### config.mk
export PLATFORM = sky130hd
export DESIGN_NAME = vec_load_unit
export DESIGN_NICKNAME = d
export VERILOG_FILES = /design/src/rtl/vlu_pkg.sv /design/src/rtl/vlu_addr_gen.sv /design/src/rtl/vlu_bank_track.sv /design/src/rtl/vlu_wback.sv /design/src/rtl/vec_load_unit.sv
export SDC_FILE = /design/constraint.sdc
export NUM_CORES = 1
export LEC_CHECK = 0
export BUFFER_PORTS_ARGS = -buffer_cell sky130_fd_sc_hd__buf_4
export CAP_MARGIN = 20
export CELL_PAD_IN_SITES_DETAIL_PLACEMENT = 1
export CELL_PAD_IN_SITES_GLOBAL_PLACEMENT = 1
export CORE_ASPECT_RATIO = 1.5
export CORE_MARGIN = 10
export CORE_UTILIZATION = 30
export DETAILED_ROUTE_END_ITERATION = 10
export GPL_TIMING_DRIVEN = 0
export PLACE_DENSITY_LB_ADDON = 0.1
export SLEW_MARGIN = 20
export SYNTH_ARGS = -nofsm -noshare
export SYNTH_HDL_FRONTEND = slang
export SYNTH_SLANG_ARGS = --single-unit
### constraint.sdc
create_clock -name clk -period 4.8 [get_ports clk]
set_clock_uncertainty 0.1 [all_clocks]
set_input_delay 0.24 -clock clk [delete_from_list [all_inputs] [get_ports clk]]
set_output_delay 0.24 -clock clk [all_outputs]
set_load 0.01 [all_outputs]
### src/rtl/vlu_pkg.sv
package vlu_pkg;
    localparam int VLU_AW   = 16;
    localparam int VLU_DW   = 32;
    localparam int VLU_NB   = 16;
    localparam int VLU_LAT  = 11;
    localparam int VLU_MAXV = 16;

    typedef enum logic [1:0] {
        PH_IDLE  = 2'd0,
        PH_ISSUE = 2'd1,
        PH_DRAIN = 2'd2
    } vlu_phase_e;
endpackage

### src/rtl/vlu_addr_gen.sv
module vlu_addr_gen #(
    parameter int AW   = vlu_pkg::VLU_AW,
    parameter int MAXV = vlu_pkg::VLU_MAXV,
    localparam int IW  = $clog2(MAXV)
) (
    input  logic               clk,
    input  logic               rst_n,
    input  logic               load_i,
    input  logic               step_i,
    input  logic               gather_i,
    input  logic [AW-1:0]      base_i,
    input  logic [AW-1:0]      stride_i,
    input  logic [MAXV*AW-1:0] idx_vec_i,
    input  logic [IW-1:0]      elem_i,
    output logic [AW-1:0]      addr_o
);
    typedef struct packed {
        logic               gather;
        logic [AW-1:0]      base;
        logic [AW-1:0]      stride;
        logic [AW-1:0]      acc;
        logic [MAXV*AW-1:0] idx;
    } ag_st_t;

    ag_st_t st_d, st_q;

    always_comb begin
        st_d = st_q;
        if (load_i) begin
            st_d.gather = gather_i;
            st_d.base   = base_i;
            st_d.stride = stride_i;
            st_d.acc    = base_i;
            st_d.idx    = idx_vec_i;
        end else if (step_i) begin
            st_d.acc = st_q.acc + st_q.stride;
        end
    end

    always_ff @(posedge clk) begin
        if (!rst_n) st_q <= '0;
        else        st_q <= st_d;
    end

    assign addr_o = st_q.gather ? (st_q.base + st_q.idx[elem_i*AW +: AW]) : st_q.acc;

    p_stride_step_r2: assert property (@(posedge clk) disable iff (!rst_n)
        (step_i && !load_i && !st_q.gather) |=> (addr_o == $past(addr_o) + $past(st_q.stride)))
        else $error("strided address did not advance by the stride");
endmodule

### src/rtl/vlu_bank_track.sv
module vlu_bank_track #(
    parameter int NBANK = vlu_pkg::VLU_NB,
    parameter int LAT   = vlu_pkg::VLU_LAT,
    localparam int BW   = $clog2(NBANK),
    localparam int CW   = $clog2(LAT + 1)
) (
    input  logic          clk,
    input  logic          rst_n,
    input  logic          issue_i,
    input  logic [BW-1:0] issue_bank_i,
    input  logic [BW-1:0] query_bank_i,
    output logic          free_o
);
    logic [CW-1:0]    cnt_q [NBANK];
    logic [CW-1:0]    cnt_d [NBANK];
    logic [NBANK-1:0] fresh;

    for (genvar b = 0; b < NBANK; b++) begin : g_bank
        always_comb begin
            if (issue_i && (issue_bank_i == BW'(b)))
                cnt_d[b] = CW'(LAT - 1);
            else if (cnt_q[b] != '0)
                cnt_d[b] = cnt_q[b] - CW'(1);
            else
                cnt_d[b] = cnt_q[b];
        end

        always_ff @(posedge clk) begin
            if (!rst_n) cnt_q[b] <= '0;
            else        cnt_q[b] <= cnt_d[b];
        end

        assign fresh[b] = (cnt_q[b] == CW'(LAT - 1));
    end

    assign free_o = (cnt_q[query_bank_i] == '0);

    p_port_free_r3: assert property (@(posedge clk) disable iff (!rst_n)
        issue_i |-> (cnt_q[issue_bank_i] == '0))
        else $error("request sent to a bank that is still busy");

    p_one_fresh_r3: assert property (@(posedge clk) disable iff (!rst_n)
        $countones(fresh) <= 1)
        else $error("more than one bank started in the same cycle");
endmodule

### src/rtl/vlu_wback.sv
module vlu_wback #(
    parameter int DW   = vlu_pkg::VLU_DW,
    parameter int MAXV = vlu_pkg::VLU_MAXV,
    localparam int LW  = $clog2(MAXV + 1),
    localparam int IW  = $clog2(MAXV)
) (
    input  logic          clk,
    input  logic          rst_n,
    input  logic          arm_i,
    input  logic [LW-1:0] target_i,
    input  logic          rsp_valid_i,
    input  logic [DW-1:0] rsp_data_i,
    output logic          we_o,
    output logic [IW-1:0] idx_o,
    output logic [DW-1:0] data_o,
    output logic          fin_o,
    output logic          done_o
);
    typedef struct packed {
        logic          active;
        logic [LW-1:0] cnt;
        logic [LW-1:0] target;
        logic          we;
        logic [IW-1:0] idx;
        logic [DW-1:0] data;
        logic          done;
    } wb_st_t;

    wb_st_t st_d, st_q;

    assign fin_o = st_q.active && (st_q.cnt == st_q.target);

    always_comb begin
        st_d      = st_q;
        st_d.we   = 1'b0;
        st_d.done = 1'b0;
        if (arm_i) begin
            st_d.active = 1'b1;
            st_d.cnt    = '0;
            st_d.target = target_i;
        end else if (fin_o) begin
            st_d.active = 1'b0;
            st_d.done   = 1'b1;
        end else if (st_q.active && rsp_valid_i) begin
            st_d.we   = 1'b1;
            st_d.idx  = st_q.cnt[IW-1:0];
            st_d.data = rsp_data_i;
            st_d.cnt  = st_q.cnt + LW'(1);
        end
    end

    always_ff @(posedge clk) begin
        if (!rst_n) st_q <= '0;
        else        st_q <= st_d;
    end

    assign we_o   = st_q.we;
    assign idx_o  = st_q.idx;
    assign data_o = st_q.data;
    assign done_o = st_q.done;

    p_done_pulse_r7: assert property (@(posedge clk) disable iff (!rst_n)
        done_o |=> !done_o)
        else $error("done held longer than one cycle");

    p_rsp_expected_r6: assert property (@(posedge clk) disable iff (!rst_n)
        rsp_valid_i |-> (st_q.active && (st_q.cnt < st_q.target)))
        else $error("response arrived with no element outstanding");

    p_done_after_write_r7: assert property (@(posedge clk) disable iff (!rst_n)
        done_o |-> !we_o)
        else $error("write coincided with done");
endmodule

### src/rtl/vec_load_unit.sv
module vec_load_unit #(
    parameter int AW    = vlu_pkg::VLU_AW,
    parameter int DW    = vlu_pkg::VLU_DW,
    parameter int NBANK = vlu_pkg::VLU_NB,
    parameter int LAT   = vlu_pkg::VLU_LAT,
    parameter int MAXV  = vlu_pkg::VLU_MAXV,
    localparam int LW   = $clog2(MAXV + 1),
    localparam int IW   = $clog2(MAXV),
    localparam int BW   = $clog2(NBANK)
) (
    input  logic               clk,
    input  logic               rst_n,
    input  logic               start_i,
    input  logic               gather_i,
    input  logic [AW-1:0]      base_i,
    input  logic [AW-1:0]      stride_i,
    input  logic [LW-1:0]      vlen_i,
    input  logic [MAXV*AW-1:0] idx_vec_i,
    output logic               mem_req_valid_o,
    output logic [AW-1:0]      mem_req_addr_o,
    input  logic               mem_rsp_valid_i,
    input  logic [DW-1:0]      mem_rsp_data_i,
    output logic               vreg_we_o,
    output logic [IW-1:0]      vreg_idx_o,
    output logic [DW-1:0]      vreg_data_o,
    output logic               done_o,
    output logic               busy_o
);
    import vlu_pkg::*;

    typedef struct packed {
        vlu_phase_e    phase;
        logic [LW-1:0] vlen;
        logic [LW-1:0] cnt;
    } top_st_t;

    top_st_t       st_d, st_q;
    logic [LW-1:0] vlen_eff;
    logic          arm, load, fire, bank_free, wb_fin;
    logic [AW-1:0] addr;

    assign vlen_eff = (vlen_i > LW'(MAXV)) ? LW'(MAXV) : vlen_i;

    always_comb begin
        st_d = st_q;
        arm  = 1'b0;
        load = 1'b0;
        fire = (st_q.phase == PH_ISSUE) && bank_free;
        unique case (st_q.phase)
            PH_IDLE: begin
                if (start_i) begin
                    st_d.vlen  = vlen_eff;
                    st_d.cnt   = '0;
                    arm        = 1'b1;
                    load       = 1'b1;
                    st_d.phase = (vlen_eff == '0) ? PH_DRAIN : PH_ISSUE;
                end
            end
            PH_ISSUE: begin
                if (fire) begin
                    st_d.cnt = st_q.cnt + LW'(1);
                    if ((st_q.cnt + LW'(1)) == st_q.vlen) st_d.phase = PH_DRAIN;
                end
            end
            PH_DRAIN: begin
                if (wb_fin) st_d.phase = PH_IDLE;
            end
            default: st_d.phase = PH_IDLE;
        endcase
    end

    always_ff @(posedge clk) begin
        if (!rst_n) st_q <= '{phase: PH_IDLE, vlen: '0, cnt: '0};
        else        st_q <= st_d;
    end

    vlu_addr_gen #(.AW(AW), .MAXV(MAXV)) i_agen (
        .clk       (clk),
        .rst_n     (rst_n),
        .load_i    (load),
        .step_i    (fire),
        .gather_i  (gather_i),
        .base_i    (base_i),
        .stride_i  (stride_i),
        .idx_vec_i (idx_vec_i),
        .elem_i    (st_q.cnt[IW-1:0]),
        .addr_o    (addr)
    );

    vlu_bank_track #(.NBANK(NBANK), .LAT(LAT)) i_banks (
        .clk          (clk),
        .rst_n        (rst_n),
        .issue_i      (fire),
        .issue_bank_i (addr[BW-1:0]),
        .query_bank_i (addr[BW-1:0]),
        .free_o       (bank_free)
    );

    vlu_wback #(.DW(DW), .MAXV(MAXV)) i_wb (
        .clk         (clk),
        .rst_n       (rst_n),
        .arm_i       (arm),
        .target_i    (vlen_eff),
        .rsp_valid_i (mem_rsp_valid_i),
        .rsp_data_i  (mem_rsp_data_i),
        .we_o        (vreg_we_o),
        .idx_o       (vreg_idx_o),
        .data_o      (vreg_data_o),
        .fin_o       (wb_fin),
        .done_o      (done_o)
    );

    assign mem_req_valid_o = fire;
    assign mem_req_addr_o  = addr;
    assign busy_o          = (st_q.phase != PH_IDLE);

    p_idle_quiet_r1: assert property (@(posedge clk) disable iff (!rst_n)
        !busy_o |-> !mem_req_valid_o)
        else $error("request while idle");

    p_zero_len_r9: assert property (@(posedge clk) disable iff (!rst_n)
        (start_i && !busy_o && (vlen_i == '0)) |=> !mem_req_valid_o)
        else $error("zero-length load issued a request");

    p_busy_ignore_r11: assert property (@(posedge clk) disable iff (!rst_n)
        (busy_o && start_i) |=> $stable(st_q.vlen))
        else $error("start accepted while busy");

    p_done_idle_r7: assert property (@(posedge clk) disable iff (!rst_n)
        done_o |-> !busy_o)
        else $error("busy still high during done");
endmodule

==> flow_summary.toml, run 1 <==
[route]
routed_via_density = 5.07
routed-via-count = 19900
drt_pass1_iterations = 5
drc_errors = 0
final_antenna_net_count = 0
drtIter0Drc = 964
wl_um = 93800
avgRoutedWirePerCell_um = 23.9

[clock_tree]
worstSkewPairLatency_ns = 0.58
cts_buffer_depth = 3
clk_pin_slew_ns = 0.06
htreeDepth = 2
cts_made_buffers = 44
tritoncts = "built"
root_buffer = "clkbuf_16"
cts_sinks = 425

[final_layout]
design_area_mm2 = 0.0291
drive_gt1_frac = 0.239
final_core_util = 0.459
finalNonFillerCells = 3926
nets = 3451
synthToLayoutAreaGrowth_pct = 51.8

[pwr]
ir_drop_uv = 232
p_leak_nw = 11.5
power.share.sequential = 0.405
clkPwrFrac = 0.356
netSwitchingFraction = 0.303
p_int_mw = 6.80
pwr-share-comb = 0.239
power_density_mw_per_mm2 = 336
switching_power_mw = 2.95
finalPower_mw = 9.75

[timing]
finalCritPeriodShare = 1.07
finalSetupTns_ns = -9.41
setup_viol = 56
rsz0062_at_grt = "true"
slew_viol_final = 0
clock.fmax_mhz = 194
min_period_ns = 5.16
hold_viol_final = 0
fin_ws_ns = -0.357
relSlewSlack = 0.246
max_slew.worst_pin.slew_ns = 1.13
holdWs_ns = 0.0323

[logic_synthesis]
synth_nets = 2641
ys_seq_elements = 425
synthTopCellsByArea = "dfxtp_1 44%, nand2_1 14%, a21oi_1 11%, mux4_2 9.4%, clkbuf_1 2.6%"
syn_avg_cell_area_um2 = 8.40
ys.flop_type = "dfxtp_1"
netlist_instances = 2277
synth_top_area_frac = 0.445
yosysSeqAreaShare = 0.445
synth_edf_count = 0
synth.distinct_cells = 64
syn-cell-area_mm2 = 0.0191
synth.yosys.warnings = 0
yosysMostFrequentCell = "nand2_1"
netlist_top_cells_count = "700 x nand2_1, 425 x dfxtp_1, 409 x a21oi_1, 134 x clkbuf_1, 80 x mux4_2"
yosys.area.top_type = "dfxtp_1"
async_flop_share = 0

[critical_path]
cp_data_required_time_ns = 4.46
path_cells = "buf_8, clkbuf_16, buf_12, mux4_2, mux4_2, ha_4, inv_2, fa_2, nand3b_1, a21oi_2, a2111oi_4, a22oi_2, a211oi_4, buf_6, buf_6"
crit_buf_inv = 6
start_kind = "flop"
crit_path_max_incr_delay_ns = 0.60
path_delay_family = "multiplexers"
crit_type = "reg -> out"
cp-end-kind = "output pin"
cp_data_arrival_time_ns = 4.82
path_max_fanout = 5
slowest_stage = "mux4_2"

[grt]
antenna_found_initial = 3
grt_max_degree = 14
overflow = 0
grtUsageTotal = 0.246
grt_first_pass_wirelength_um = 138000
grt_pass1_vias = 21800

[worst_hold_path]
min_path_type = "in -> reg"

[floorplan]
dieArea_mm2 = 0.0745
num_rows = 113
core-area_mm2 = 0.0633
die_height_um = 329
die_w_um = 226
ios = 386
start_util = 0.302

[placement]
portBuffers = 384
dp_cells = 3467
gp_congestion = 0.898
dp_slack_ns = -1.86
hpwlAfterDp_um = 69500
placed_area_mm2 = 0.0230

[run_status]
outcome = "complete, but fails checks"
failed_checks = "negative setup slack"

[run]
cap_violations = 0
-- path summary, 6_finish.rpt --
path                                      start                to  slack [ns]  cells after the start
worst max-delay path                    st_q[0]   mem_req_valid_o       -0.36                     15
worst min-delay path                    start_i          st_q[11]        0.03                      5
worst max register to register          st_q[0]  i_agen.st_q[271]       -0.31                     20
worst min register to register  i_wb.data_o[13]   i_wb.data_o[13]        0.35                      2
-- logic make-up (layout without fill, tap and decap cells) --
group	Yosys count	count (layout)	synth area share
flip-flops	425	425	0.445
multiplexers	107	107	0.109
AO/OA/AOI/OAI	539	539	0.154
adder cells (fa/ha/maj)	34	34	0.0230
XOR/XNOR	41	41	0.0188
buffers and inverters	211	1052	0.0502
AND/OR/NAND/NOR	920	920	0.200
other	0	3	0
-- routing by layer --
layer,wire length [µm],track usage,up-vias
li1,-,-,9430
met1,36200,0.273,9814
met2,49300,0.455,517
met3,4230,0.0406,153
met4,4070,0.0998,2
met5,13,0,-
-- worst reg2reg max path: stages (launching register included) --
cell	delay (ns)
dfxtp_2	0.35
buf_8	0.12
clkbuf_16	0.17
buf_12	0.11
mux4_2	0.61
mux4_2	0.60
ha_4	0.20
inv_2	0.05
fa_2	0.48
nand3b_1	0.23
a21oi_2	0.11
a2111oi_4	0.35
a22oi_2	0.15
a211oi_4	0.39
buf_4	0.19
buf_12	0.13
buf_12	0.12
buf_4	0.11
o31ai_2	0.06
xor2_1	0.16
a211oi_2	0.20
-- power groups by stage --
stage,Combinational (mW),Sequential [mW],Clock (mW)
finish,2.33,3.95,3.47
global route,2.50,3.98,3.68
CTS,2.26,3.94,3.55
detailed placement,1.85,4.02,0
floorplan,1.02,3.95,0
global placement,1.81,4.01,0
-- final cells by class --
type,instances,area (µm²)
Clock buffer,65,1290
Timing Repair Buffer,767,6740
Antenna cell,3,7.51
Clock inverter,12,116
Inverter,22,82.6
Sequential cell,425,8510
Multi-Input combinational cell,1641,10200
Fill cell,7336,34300
Buffer,186,1050
Tap cell,805,1010
-- cell usage in the layout, fill, tap and decap left out, drive strengths merged, types with 7 or more instances in the layout --
master and count:
dlygate4sd3 326, o21a 14, mux2i 15, clkbuf 194
xor2 14, nand3b 15, and2 9, mux4 80
a21oi 409, buf 498, mux2 12, nor2b 9
a31oi 9, nand3 11, nand2 701, xnor2 27
nor3 57, a21o 7, clkinv 9, o31ai 14
ha 32, inv 22, o21ai 48, nor2 67
nor4 16, dfxtp 425, nand4 12
-- flip-flops by register name, summed over array words and instances (netlist names) --
name / flops
i_agen.st_q: 305
i_banks.cnt_q: 64
i_wb.data_o: 32
i_wb.done_o: 1
i_wb.idx_o: 4
i_wb.st_q: 6
i_wb.we_o: 1
st_q: 12
-- what timing repair did --
action                     4_1_cts  5_1_grt
setup endpoints to repair       72       64
hold endpoints to repair       343        0
hold buffers                   326        0
pin swaps                       45       44
gates cloned                     3        0
setup buffers                   43       14
resized for setup              153       67
No activity file was read; power rests on OpenSTA's default activity.
==> run 2, diff against run 1 <==
PLACE_DENSITY_LB_ADDON = 0.15   (was 0.1)
==> run 2 against run 1 <==
Effect of this change:
- the flow still finishes with violations (negative setup slack)
- non-clock buffer count down 9
- utilization down 0.51 points
- flip-flop and latch count unchanged
- cell area decreased by 1.1%
- critical path type unchanged
- highest routed layer is now met4
==> flow_summary.toml, run 2 (synthesis results as in run 1) <==
[final_layout]
largest_reg_flops = 305
final_common_cell = "nand2_1"
mostFrequentLayoutCells = "697 x nand2_1, 461 x buf_4, 423 x dfxtp_1, 400 x a21oi_1, 326 x dlygate4sd3_1"
nets = 3443
drive_gt1_frac = 0.229
regMostFlops = "i_agen.st_q"
design_area_mm2 = 0.0287
synthToLayoutAreaGrowth_pct = 50.1

[grt]
grt_pass1_vias = 21900
grtUsageTotal = 0.243
grt_max_degree = 13
grt_first_pass_wirelength_um = 136000
overflow = 0
antenna_found_initial = 7

[timing]
fin_ws_ns = -0.155
min_period_ns = 4.95
holdWs_ns = 0.0605
max_slew.worst_pin.slew_ns = 1.07
finalSetupTns_ns = -0.711
rsz0062_at_grt = "true"
relSlewSlack = 0.285
slew_viol_final = 0
clock.fmax_mhz = 202
setup_viol = 11
hold_viol_final = 0
finalCritPeriodShare = 1.03

[route]
routed_via_density = 5.08
drc_errors = 0
routed-via-count = 19900
wl_um = 92700
final_antenna_net_count = 0
drtIter0Drc = 818
avgRoutedWirePerCell_um = 23.7
drt_pass1_iterations = 4

[floorplan]
core-area_mm2 = 0.0633
ios = 386
start_util = 0.302
num_rows = 113
die_height_um = 329
dieArea_mm2 = 0.0745
die_w_um = 226

[critical_path]
slowest_stage = "mux4_2"
crit_buf_inv = 6
path_max_fanout = 5
crit_type = "reg -> out"
path_delay_family = "multiplexers"
cp_data_arrival_time_ns = 4.61
start_kind = "flop"
crit_path_max_incr_delay_ns = 0.59
cp_data_required_time_ns = 4.46
path_cells = "clkbuf_16, buf_12, mux4_2, mux4_2, ha_4, inv_2, fa_2, or3b_4, nand2_4, a22oi_2, a311oi_2, buf_4, a211oi_4, buf_6, buf_6"
cp-end-kind = "output pin"

[placement]
hpwlAfterDp_um = 69300
placed_area_mm2 = 0.0230
portBuffers = 384
gp_congestion = 0.905
dp_slack_ns = -1.84

[clock_tree]
clk_pin_slew_ns = 0.06
cts_buffer_depth = 3
htreeDepth = 2
cts_sinks = 425
cts_made_buffers = 45
tritoncts = "built"
worstSkewPairLatency_ns = 0.59
root_buffer = "clkbuf_16"

[pwr]
power_density_mw_per_mm2 = 337
finalPower_mw = 9.69
ir_drop_uv = 241
p_leak_nw = 11.4

[worst_hold_path]
min_path_type = "in -> reg"

[run_status]
failed_checks = "negative setup slack"
outcome = "complete, but fails checks"

[run]
cap_violations = 0
run 2: worst reg2reg max path: stages (launching register included):
cell and delay [ns]:
dfxtp_4 0.40, clkbuf_16 0.19, buf_12 0.12, mux4_2 0.59, mux4_2 0.59, ha_4 0.20
inv_2 0.05, fa_2 0.46, or3b_4 0.48, nand2_4 0.13, a22oi_2 0.08, a311oi_2 0.24
buf_4 0.17, a211oi_4 0.05, buf_4 0.16, buf_12 0.15, buf_4 0.14, o31ai_2 0.08
xor2_1 0.23, a211oi_2 0.09
run 2: repair_timing:
item | in CTS | in global routing
hold endpoints to repair | 342 | 0
pin swaps | 31 | 19
setup buffers | 36 | 10
setup endpoints to repair | 72 | 65
hold buffers | 326 | 0
cloned | 2 | 0
gates resized for setup | 123 | 32
run 2: area by class of cell:
type | instances | area (µm²)
plain buffers | 186 | 1040
repair buffers | 758 | 6600
well taps | 805 | 1010
inverters | 22 | 82.6
clock buffers | 67 | 1330
clock inverters | 6 | 83.8
multi-input cells | 1641 | 10000
flip-flops and latches | 425 | 8510
diodes | 8 | 20.0
fillers | 7386 | 34600
run 2: per-layer routing:
layer / track usage / vias up / wire, µm
met5: 0 / - / 0
met4: 0.113 / 0 / 4340
met3: 0.0396 / 166 / 4140
met2: 0.453 / 515 / 48900
met1: 0.261 / 9796 / 35400
li1: - / 9418 / -
run 2: power by group:
group	leakage [nW]	switching, mW	internal [mW]
Sequential	3.48	0.178	3.78
Clock	0.695	1.48	2.01
Combinational	7.24	1.24	1.02
Total	11.4	2.89	6.80
run 2: final timing paths:
| path | endpoint | depth (start not counted) | start | slack, ns |
|---|---|---|---|---|
| setup / recovery | mem_req_valid_o | 15 | st_q[0] | -0.15 |
| hold / removal | st_q[11] | 5 | start_i | 0.06 |
| setup reg to reg | i_agen.st_q[271] | 19 | st_q[0] | -0.06 |
| hold reg to reg | i_agen.st_q[178] | 2 | i_agen.st_q[178] | 0.35 |
run 2: stage by stage:
| step | util | instances |
|---|---|---|
| global placement | 0.364 | 3466 |
| global route | 0.454 | 3917 |
| detailed placement | 0.364 | 3466 |
| floorplan | - | 2277 |
| finish | 0.454 | 3918 |
| CTS | 0.450 | 3901 |
